`config.mk`:
```
export PLATFORM = sky130hd
export DESIGN_NAME = ir_frame_decoder
export DESIGN_NICKNAME = d
export VERILOG_FILES = /design/src/rtl/ir_dec_pkg.sv /design/src/rtl/ir_line_sync.sv /design/src/rtl/ir_tick_gen.sv /design/src/rtl/ir_width_meter.sv /design/src/rtl/ir_frame_decoder.sv
export SDC_FILE = /design/constraint.sdc
export NUM_CORES = 1
export LEC_CHECK = 0
export BUFFER_PORTS_ARGS = -buffer_cell sky130_fd_sc_hd__buf_2
export CAP_MARGIN = 20
export CORE_MARGIN = 10
export CORE_UTILIZATION = 50
export CTS_CLUSTER_DIAMETER = 100
export CTS_CLUSTER_SIZE = 40
export DETAILED_ROUTE_END_ITERATION = 12
export PLACE_DENSITY = 0.74
export SYNTH_ARGS = -nofsm -noshare
export SYNTH_HDL_FRONTEND = slang
export SYNTH_SLANG_ARGS = --single-unit
```
`constraint.sdc`:
```
create_clock -name clk -period 5.9 [get_ports clk]
set_input_delay 0.295 -clock clk [delete_from_list [all_inputs] [get_ports clk]]
set_output_delay 0.295 -clock clk [all_outputs]
set_load 0.005 [all_outputs]
```
`src/rtl/ir_dec_pkg.sv`:
```
package ir_dec_pkg;
    typedef enum logic [2:0] {
        ST_IDLE,
        ST_LEAD_LOW,
        ST_LEAD_HIGH,
        ST_MARK,
        ST_SPACE,
        ST_CHECK
    } ir_state_e;
endpackage

```
`src/rtl/ir_line_sync.sv`:
```
module ir_line_sync (
    input  logic clk,
    input  logic rst_n,
    input  logic ir_n_i,
    output logic fall_o,
    output logic rise_o
);
    logic [2:0] pipe;   // two synchroniser stages plus one history stage

    always_ff @(posedge clk or negedge rst_n) begin
        if (!rst_n) pipe <= 3'b111;
        else        pipe <= {pipe[1:0], ir_n_i};
    end

    assign fall_o = pipe[2] & ~pipe[1];
    assign rise_o = ~pipe[2] & pipe[1];
endmodule

```
`src/rtl/ir_tick_gen.sv`:
```
module ir_tick_gen #(
    parameter int CLK_DIV = 2500
) (
    input  logic clk,
    input  logic rst_n,
    output logic tick_o
);
    localparam int W = (CLK_DIV > 1) ? $clog2(CLK_DIV) : 1;
    localparam logic [W-1:0] LAST = W'(CLK_DIV - 1);

    logic [W-1:0] div_q;

    always_ff @(posedge clk or negedge rst_n) begin
        if (!rst_n)             div_q <= '0;
        else if (div_q == LAST) div_q <= '0;
        else                    div_q <= div_q + 1'b1;
    end

    assign tick_o = (div_q == LAST);

    generate
        if (CLK_DIV > 1) begin : g_chk
            // widths are counted in ticks that never come back to back
            a_r2_tick_spacing: assert property (@(posedge clk) disable iff (!rst_n)
                tick_o |=> !tick_o);
        end
    endgenerate
endmodule

```
`src/rtl/ir_width_meter.sv`:
```
module ir_width_meter #(
    parameter int LIMIT = 120
) (
    input  logic                         clk,
    input  logic                         rst_n,
    input  logic                         tick_i,
    input  logic                         clr_i,
    output logic [$clog2(LIMIT+1)-1:0]   cnt_o
);
    localparam int CW = $clog2(LIMIT + 1);
    localparam logic [CW-1:0] TOP = CW'(LIMIT);

    always_ff @(posedge clk or negedge rst_n) begin
        if (!rst_n)                    cnt_o <= '0;
        else if (clr_i)                cnt_o <= '0;
        else if (tick_i && cnt_o != TOP) cnt_o <= cnt_o + 1'b1;
    end
endmodule

```
`src/rtl/ir_frame_decoder.sv`:
```
module ir_frame_decoder
    import ir_dec_pkg::*;
#(
    parameter int          CLK_DIV     = 2500,
    parameter logic [7:0]  LOCAL_ADDR  = 8'h00,
    parameter int          LEAD_LOW_T  = 90,
    parameter int          LEAD_HIGH_T = 45,
    parameter int          MARK_T      = 6,
    parameter int          ZERO_T      = 6,
    parameter int          ONE_T       = 17,
    parameter int          TIMEOUT_T   = 120
) (
    input  logic        clk,
    input  logic        rst_n,
    input  logic        ir_n_i,
    output logic [15:0] frame_data_o,
    output logic        frame_valid_o
);
    localparam int FRAME_BITS = 32;
    localparam int BCW = $clog2(FRAME_BITS);
    localparam int CW  = $clog2(TIMEOUT_T + 1);
    // tolerance windows: -20% .. +20% rounded outward
    localparam logic [CW-1:0] LL_MIN = CW'(LEAD_LOW_T * 8 / 10);
    localparam logic [CW-1:0] LL_MAX = CW'(LEAD_LOW_T * 12 / 10 + 1);
    localparam logic [CW-1:0] LH_MIN = CW'(LEAD_HIGH_T * 8 / 10);
    localparam logic [CW-1:0] LH_MAX = CW'(LEAD_HIGH_T * 12 / 10 + 1);
    localparam logic [CW-1:0] MK_MIN = CW'(MARK_T * 8 / 10);
    localparam logic [CW-1:0] MK_MAX = CW'(MARK_T * 12 / 10 + 1);
    localparam logic [CW-1:0] B0_MIN = CW'(ZERO_T * 8 / 10);
    localparam logic [CW-1:0] B0_MAX = CW'(ZERO_T * 12 / 10 + 1);
    localparam logic [CW-1:0] B1_MIN = CW'(ONE_T * 8 / 10);
    localparam logic [CW-1:0] B1_MAX = CW'(ONE_T * 12 / 10 + 1);
    localparam logic [CW-1:0] TMO    = CW'(TIMEOUT_T);
    localparam logic [BCW-1:0] LAST_BIT = BCW'(FRAME_BITS - 1);

    logic          fall, rise, tick;
    logic [CW-1:0] width;
    ir_state_e     state, nxt;
    logic [31:0]   shreg;
    logic [BCW-1:0] bit_cnt;

    ir_line_sync u_sync (
        .clk(clk), .rst_n(rst_n), .ir_n_i(ir_n_i), .fall_o(fall), .rise_o(rise)
    );

    ir_tick_gen #(.CLK_DIV(CLK_DIV)) u_tick (
        .clk(clk), .rst_n(rst_n), .tick_o(tick)
    );

    ir_width_meter #(.LIMIT(TIMEOUT_T)) u_meter (
        .clk(clk), .rst_n(rst_n), .tick_i(tick), .clr_i(fall | rise), .cnt_o(width)
    );

    function automatic logic in_win(input logic [CW-1:0] v,
                                    input logic [CW-1:0] lo,
                                    input logic [CW-1:0] hi);
        return (v >= lo) && (v <= hi);
    endfunction

    logic timeout, is_zero, is_one;
    assign timeout = (width >= TMO);
    assign is_zero = in_win(width, B0_MIN, B0_MAX);
    assign is_one  = in_win(width, B1_MIN, B1_MAX);

    // next state
    always_comb begin
        nxt = state;
        unique case (state)
            ST_IDLE:      if (fall) nxt = ST_LEAD_LOW;
            ST_LEAD_LOW:  if (timeout) nxt = ST_IDLE;
                          else if (rise) nxt = in_win(width, LL_MIN, LL_MAX) ? ST_LEAD_HIGH : ST_IDLE;
            ST_LEAD_HIGH: if (timeout) nxt = ST_IDLE;
                          else if (fall) nxt = in_win(width, LH_MIN, LH_MAX) ? ST_MARK : ST_IDLE;
            ST_MARK:      if (timeout) nxt = ST_IDLE;
                          else if (rise) nxt = in_win(width, MK_MIN, MK_MAX) ? ST_SPACE : ST_IDLE;
            ST_SPACE:     if (timeout) nxt = ST_IDLE;
                          else if (fall) begin
                              if (!(is_zero || is_one)) nxt = ST_IDLE;
                              else if (bit_cnt == LAST_BIT) nxt = ST_CHECK;
                              else nxt = ST_MARK;
                          end
            ST_CHECK:     nxt = ST_IDLE;
            default:      nxt = ST_IDLE;
        endcase
    end

    // state register
    always_ff @(posedge clk or negedge rst_n) begin
        if (!rst_n) state <= ST_IDLE;
        else        state <= nxt;
    end

    // bit assembly, LSB first: byte0 addr, byte1 ~addr, byte2 cmd, byte3 ~cmd
    always_ff @(posedge clk or negedge rst_n) begin
        if (!rst_n) begin
            shreg   <= '0;
            bit_cnt <= '0;
        end else if (state == ST_IDLE) begin
            bit_cnt <= '0;
        end else if (state == ST_SPACE && fall && !timeout && (is_zero || is_one)) begin
            shreg   <= {is_one, shreg[31:1]};
            bit_cnt <= bit_cnt + 1'b1;
        end
    end

    logic frame_ok;
    assign frame_ok = (shreg[15:8]  == ~shreg[7:0])
                   && (shreg[31:24] == ~shreg[23:16])
                   && (shreg[7:0]   == LOCAL_ADDR);

    // outputs
    always_ff @(posedge clk or negedge rst_n) begin
        if (!rst_n) begin
            frame_data_o  <= '0;
            frame_valid_o <= 1'b0;
        end else begin
            frame_valid_o <= 1'b0;
            if (state == ST_CHECK && frame_ok) begin
                frame_data_o  <= {shreg[23:16], shreg[7:0]};
                frame_valid_o <= 1'b1;
            end
        end
    end

    // strobe lasts exactly one clock
    a_r4_single_strobe: assert property (@(posedge clk) disable iff (!rst_n)
        frame_valid_o |=> !frame_valid_o);
    // a strobe only follows the validation state
    a_r4_strobe_after_check: assert property (@(posedge clk) disable iff (!rst_n)
        frame_valid_o |-> $past(state) == ST_CHECK);
    // without a strobe the word does not move
    a_r5_word_held: assert property (@(posedge clk) disable iff (!rst_n)
        !frame_valid_o |-> $stable(frame_data_o));
    // only the local address is ever presented
    a_r7_local_only: assert property (@(posedge clk) disable iff (!rst_n)
        frame_valid_o |-> frame_data_o[7:0] == LOCAL_ADDR);
    // a saturated phase counter ends any frame in progress
    a_r8_timeout_idle: assert property (@(posedge clk) disable iff (!rst_n)
        (state != ST_IDLE && width >= TMO) |=> state == ST_IDLE);
endmodule

```
**Yosys cells after proc, flatten, opt, wreduce, memory -nomap -nowiden**

Cells that the tools add are included.

- Register bits after elaboration: 79
- Bits of input ports: 3
- Output and inout bits: 17
- Logic and storage cells: 83

- Add/subtract/negate cells: 3
- $lt $le $gt $ge: 9
- Equal/unequal tests: 15
- Muxes and demuxes: 21
- Bitwise operators: 8
- Reduce and logical (&&, ||, !) cells: 19

Operators by type and width:

| cell | count |
|---|---|
| $mux 3 | 12 |
| $eq 8x8->1 | 2 |
| $not 8->8 | 2 |
| $pmux 3 s5 | 1 |
| $ge 7x7->1 const B | 2 |
| $mux 7 | 2 |
| $add 12x1->12 const B | 1 |
| $eq 12x12->1 const B | 1 |
| $mux 12 | 1 |
| $ne 3x3->1 const B | 4 |
| $logic_and 1x1->1 | 11 |
| $mux 5 | 2 |
| $logic_not 8->1 | 1 |
| $add 7x1->7 const B | 1 |
| $ge 7x3->1 const B | 1 |
| $ge 7x4->1 const B | 1 |
| $ge 7x6->1 const B | 1 |
| $le 7x4->1 const B | 1 |
| $le 7x5->1 const B | 1 |
| $le 7x6->1 const B | 1 |
| $le 7x7->1 const B | 1 |
| $ne 7x7->1 const B | 1 |
| $eq 3x2->1 const B | 2 |
| $eq 3x3->1 const B | 2 |
| 15 further kinds | 20 |

**Depth between registers and ports, before layout**

- Word-level depth: 7
- Gate-level depth with buffers: 8
- Mapped depth without buffers: 7

**Cells and area by module**

Synthesis repeated with hierarchy kept, for this count alone.

- Cells, all modules: 303
- Area total of the unflattened synthesis: 3664.8 um^2

By module, submodules not included:

| module | instances | cells an instance | area an instance (um^2) |
|---|---|---|---|
| ir_frame_decoder | 1 | 205 | 2602.5 |
| ir_tick_gen | 1 | 54 | 585.6 |
| ir_width_meter | 1 | 39 | 382.9 |
| ir_line_sync | 1 | 5 | 93.8 |

**Worst setup path after synthesis**

OpenSTA, ideal clock, no wires.

- Path kind: flip-flop to flip-flop
- From: reg u_meter.cnt_o[1]
- To: reg shreg[10]
- Arrival: 1.779 ns
- Slack: 3.997 ns
- Cell stages (with the launch flop): 8
- Path buffers: 1
- Clock period less this slack: 1.903 ns
- Cell sequence: dfrtp_1 -> inv_1 -> ha_1 -> and2b_1 -> a21oi_1 -> o31ai_4 -> buf_4 -> mux2_2

- Longest elaborated chain between the ends: 5

RTL lines:

| element | RTL line | text |
|---|---|---|
| from (decl) | ir_width_meter.sv:8 | `output logic [$clog2(LIMIT+1)-1:0] cnt_o` |
| from (signal assigned) | ir_width_meter.sv:16 | `else if (tick_i && cnt_o != TOP) cnt_o <= cnt_o + 1'b1;` |
| $ge 7x7->1, or another cell as far along | ir_frame_decoder.sv:61 | `assign timeout = (width >= TMO);` |
| $logic_not 1->1 or $logic_and 1x1->1 (tied branches) | ir_frame_decoder.sv:100, ir_frame_decoder.sv:57 |  |
| $logic_and 1x1->1 or $logic_or 1x1->1 (tied branches) | ir_frame_decoder.sv:100 | `end else if (state == ST_SPACE && fall && !timeout && (is_zero \|\| is_one)) begin` |
| $logic_and 1x1->1 (*) | ir_frame_decoder.sv:100 |  |
| $reduce_and 2->1 (no source line) (*) | - |  |
| to (signal assigned) | ir_frame_decoder.sv:101 | `shreg <= {is_one, shreg[31:1]};` |
| to (decl) | ir_frame_decoder.sv:39 | `logic [31:0] shreg;` |

Mark *: on every way between the ends. The rest lies on a longest branch, timed or not.
A chain may end at the register's enable or synchronous reset.

**Worst setup path in the final report**

- From: reg u_meter.cnt_o[1]
- To: reg shreg[21]

The elaborated chain is that of the path after synthesis.

==> impl_metrics.csv <==
group,metric,value,unit
logic_synthesis,synth-simple-area-share,15.5,%
timing,finalHoldViolations,0,
drt,dr.first_iter.drc_count,53,
timing,tightest_slew,959,ps
setup_path,worstSetupPathType,"register to register",
setup_path,required,6140,ps
floorplanning,initial_core_util,50.9,%
global_route,grt_pass1_vias,2254,
logic_synthesis,syn_nets,311,
timing,period_minus_slack,2200,ps
logic_synthesis,seq_area_frac_synth,53.9,%
logic_synthesis,ys.warnings.count,0,
setup_path,critical_path.max_fanout,43,
layout,utilization,56.1,%
cts,cts_sinks,79,
cts,cts-root-buf,"clkbuf_8",
timing,final_max_slew_viol_count,0,
placed_design,io_buffer_count,19,
timing,grt_setup_unrepaired,"no",
logic_synthesis,synth_top_area_share,51.8,%
floorplanning,die_y,106,µm
logic_synthesis,synth_top_area_cell,"dfrtp_1",
setup_path,cp-end-kind,"register",
cts,postCtsSetupBuffers,0,
drt,drt_wl_total,6010,µm
drt,post_drt_wl_per_cell,14.2,µm
cts,cts-resized-gates,0,
drt,drc,0,
global_route,antenna_found_initial,0,
status,status,"finished, final reports clean",
cts,numCtsBuffers,9,
logic_synthesis,synthTopCellsByArea,"dfrtp_1 (52%), mux2_2 (11%), xor2_1 (3.6%), xnor2_1 (3.3%), ha_1 (2.7%)",
setup_path,cp-start-kind,"register",
logic_synthesis,synth_cell_type_count,43,
cts,cts_hold_buf,0,
power_and_ir_drop,p_total,1.05,mW
power_and_ir_drop,p_leak,2.03,nW
hold_path,hold_path_class,"input port to register",
layout,area_delta_synth_final,10.3,%
timing,holdWs,37.8,ps
setup_path,cp.arrival,2440,ps
logic_synthesis,synth-xor-area-share,6.91,%
floorplanning,die_x,106,µm
cts,tritoncts,"done",
timing,max-slew-margin-rel,36.1,%
floorplanning,core_area,0.00721,mm²
layout,n_antenna_cell,0,
logic_synthesis,synth_top_family_by_area,"simple AND/OR/NAND/NOR gates",
drt,drtPass1Iterations,4,
cts,clk_pin_slew,80,ps
logic_synthesis,synthCells,300,
logic_synthesis,async_flop_share,100,%
placed_design,dp_hpwl,4090,µm
cts,h-tree-depth,3,
logic_synthesis,synth-seq-cells,79,
logic_synthesis,syn_area_per_cell,12.2,µm²
global_route,track_usage,11.6,%
drt,vias,2190,
floorplanning,dieArea,0.0112,mm²
cts,clock_path_buffers,2,
logic_synthesis,synth_compound_area_share,4.50,%
drt,ant_nets,0,
logic_synthesis,synthMuxAreaShare,13.2,%
power_and_ir_drop,irDropWorstVdd,0.127,mV
floorplanning,ios,20,
timing,tns,0,ps
logic_synthesis,synth-edff-count,0,
logic_synthesis,synth-adder-area-share,2.72,%
placed_design,place.gp.congestion,0.786,
timing,fin_worst_skew,8.92,ps
cts,clk_latency,360,ps
run,max_cap_violations,0,
layout,num-nets-final,329,
timing,clock.fmax,0.454,GHz
drt,viasPerCell,5.19,
logic_synthesis,synthFlopType,"dfrtp_1",
timing,setup_viol,0,
global_route,grt_first_pass_wirelength,10700,µm
global_route,grt_max_degree,80,
power_and_ir_drop,power_density,258,mW/mm²
floorplanning,row_count,31,
timing,min_period_over_period,37.3,%
logic_synthesis,syn-cell-area,0.00367,mm²
global_route,overflow,0,
layout,drive_gt1_share,25.7,%
sequential cells by signal, summed over array words and instances (netlist names):
register / flops
shreg: 32
frame_valid_o: 1
bit_cnt: 5
u_sync.pipe: 3
u_meter.cnt_o: 7
u_tick.div_q: 12
frame_data_o: 16
state: 3
layout make-up:
type                            instances  area, µm²
Sequential cell                        79       1980
Timing Repair Buffer                   20        105
Fill cell                             650       3160
Clock inverter                          6       92.6
Multi-Input combinational cell        199       1580
Inverter                                9       33.8
Clock buffer                           10        138
Tap cell                               99        124
stage by stage:
| step | setup slack, ps | cell area (µm²) | cells |
|---|---|---|---|
| final | 3700 | 4050 | 422 |
| after global routing | 3540 | 4050 | 422 |
| after CTS | 3690 | 4050 | 422 |
| after detailed placement | 3700 | 3820 | 406 |
| after global placement | 3770 | 3820 | 406 |
| after floorplan | 4000 | 3670 | 300 |
layer usage:
| metal | part of all wire [%] | vias to the layer above | GRT usage, % |
|---|---|---|---|
| li1 | - | 1085 | - |
| met1 | 47 | 1072 | 14.1 |
| met2 | 47 | 26 | 18.2 |
| met3 | 4.0 | 7 | 4.14 |
| met4 | 1.5 | 0 | 4.93 |
| met5 | 0 | - | 0 |
worst max-delay path, stage by stage (launching register included):
cell and delay (ps):
dfrtp_1 410, inv_1 80, ha_1 190, and2b_1 210, a21oi_1 120, o31ai_4 210, buf_4 470, mux2_2 400
worst paths after layout:
check,startpoint,endpoint,slack (ps),cells past startpoint
worst max-delay path,u_meter.cnt_o[1],shreg[21],3700,7
worst min register to register,u_sync.pipe[0],u_sync.pipe[1],360,0
max in group asynchronous,rst_n,shreg[6],5180,1
worst max register to register,u_meter.cnt_o[1],shreg[21],3700,7
min in group asynchronous,rst_n,shreg[20],70,1
worst min-delay path,ir_n_i,u_sync.pipe[0],40,1
cells in the mapped netlist (3+ instances only):
| cell type | count |
|---|---|
| dfrtp_1 | 76 |
| mux2_2 | 37 |
| xor2_1 | 15 |
| and2_1 | 14 |
| xnor2_1 | 14 |
| nor2_1 | 13 |
| inv_1 | 9 |
| ha_1 | 8 |
| nand2_1 | 8 |
| nand3_1 | 8 |
| nand4_1 | 8 |
| and3_1 | 7 |
| nor2b_1 | 7 |
| buf_2 | 6 |
| nor3_1 | 6 |
| o21ai_0 | 6 |
| a21oi_1 | 5 |
| buf_4 | 5 |
| mux2i_1 | 4 |
| nand3b_1 | 4 |
| and4_1 | 3 |
| dfstp_2 | 3 |
| nand2b_1 | 3 |
| nor4b_1 | 3 |
| or3_1 | 3 |
cells in the final DEF, fill, tap and decap left out, drive strengths merged, types with 4 or more instances in the layout:
cell    instances
clkbuf         10
and2           14
inv            10
buf            20
xor2           15
and3            7
nor2b           7
o21ai           8
nand4           9
mux2i           4
mux2           39
xnor2          14
nor3            7
nand3           8
dfrtp          76
ha              8
nor2           13
nand2           8
nand3b          4
a21oi           5
logic make-up after synthesis:
logic type	Yosys count
AND/OR/NAND/NOR	95
buffers and inverters	22
adder cells (fa/ha/maj)	8
flip-flops	79
multiplexers	43
XOR/XNOR	29
AO/OA/AOI/OAI	24
power by group:
part	switching [mW]	internal (mW)	total [mW]
Combinational	0.0260	0.0130	0.0390
Sequential	0.0108	0.546	0.557
Clock	0.197	0.252	0.449
No activity file was read; power rests on OpenSTA's default activity.
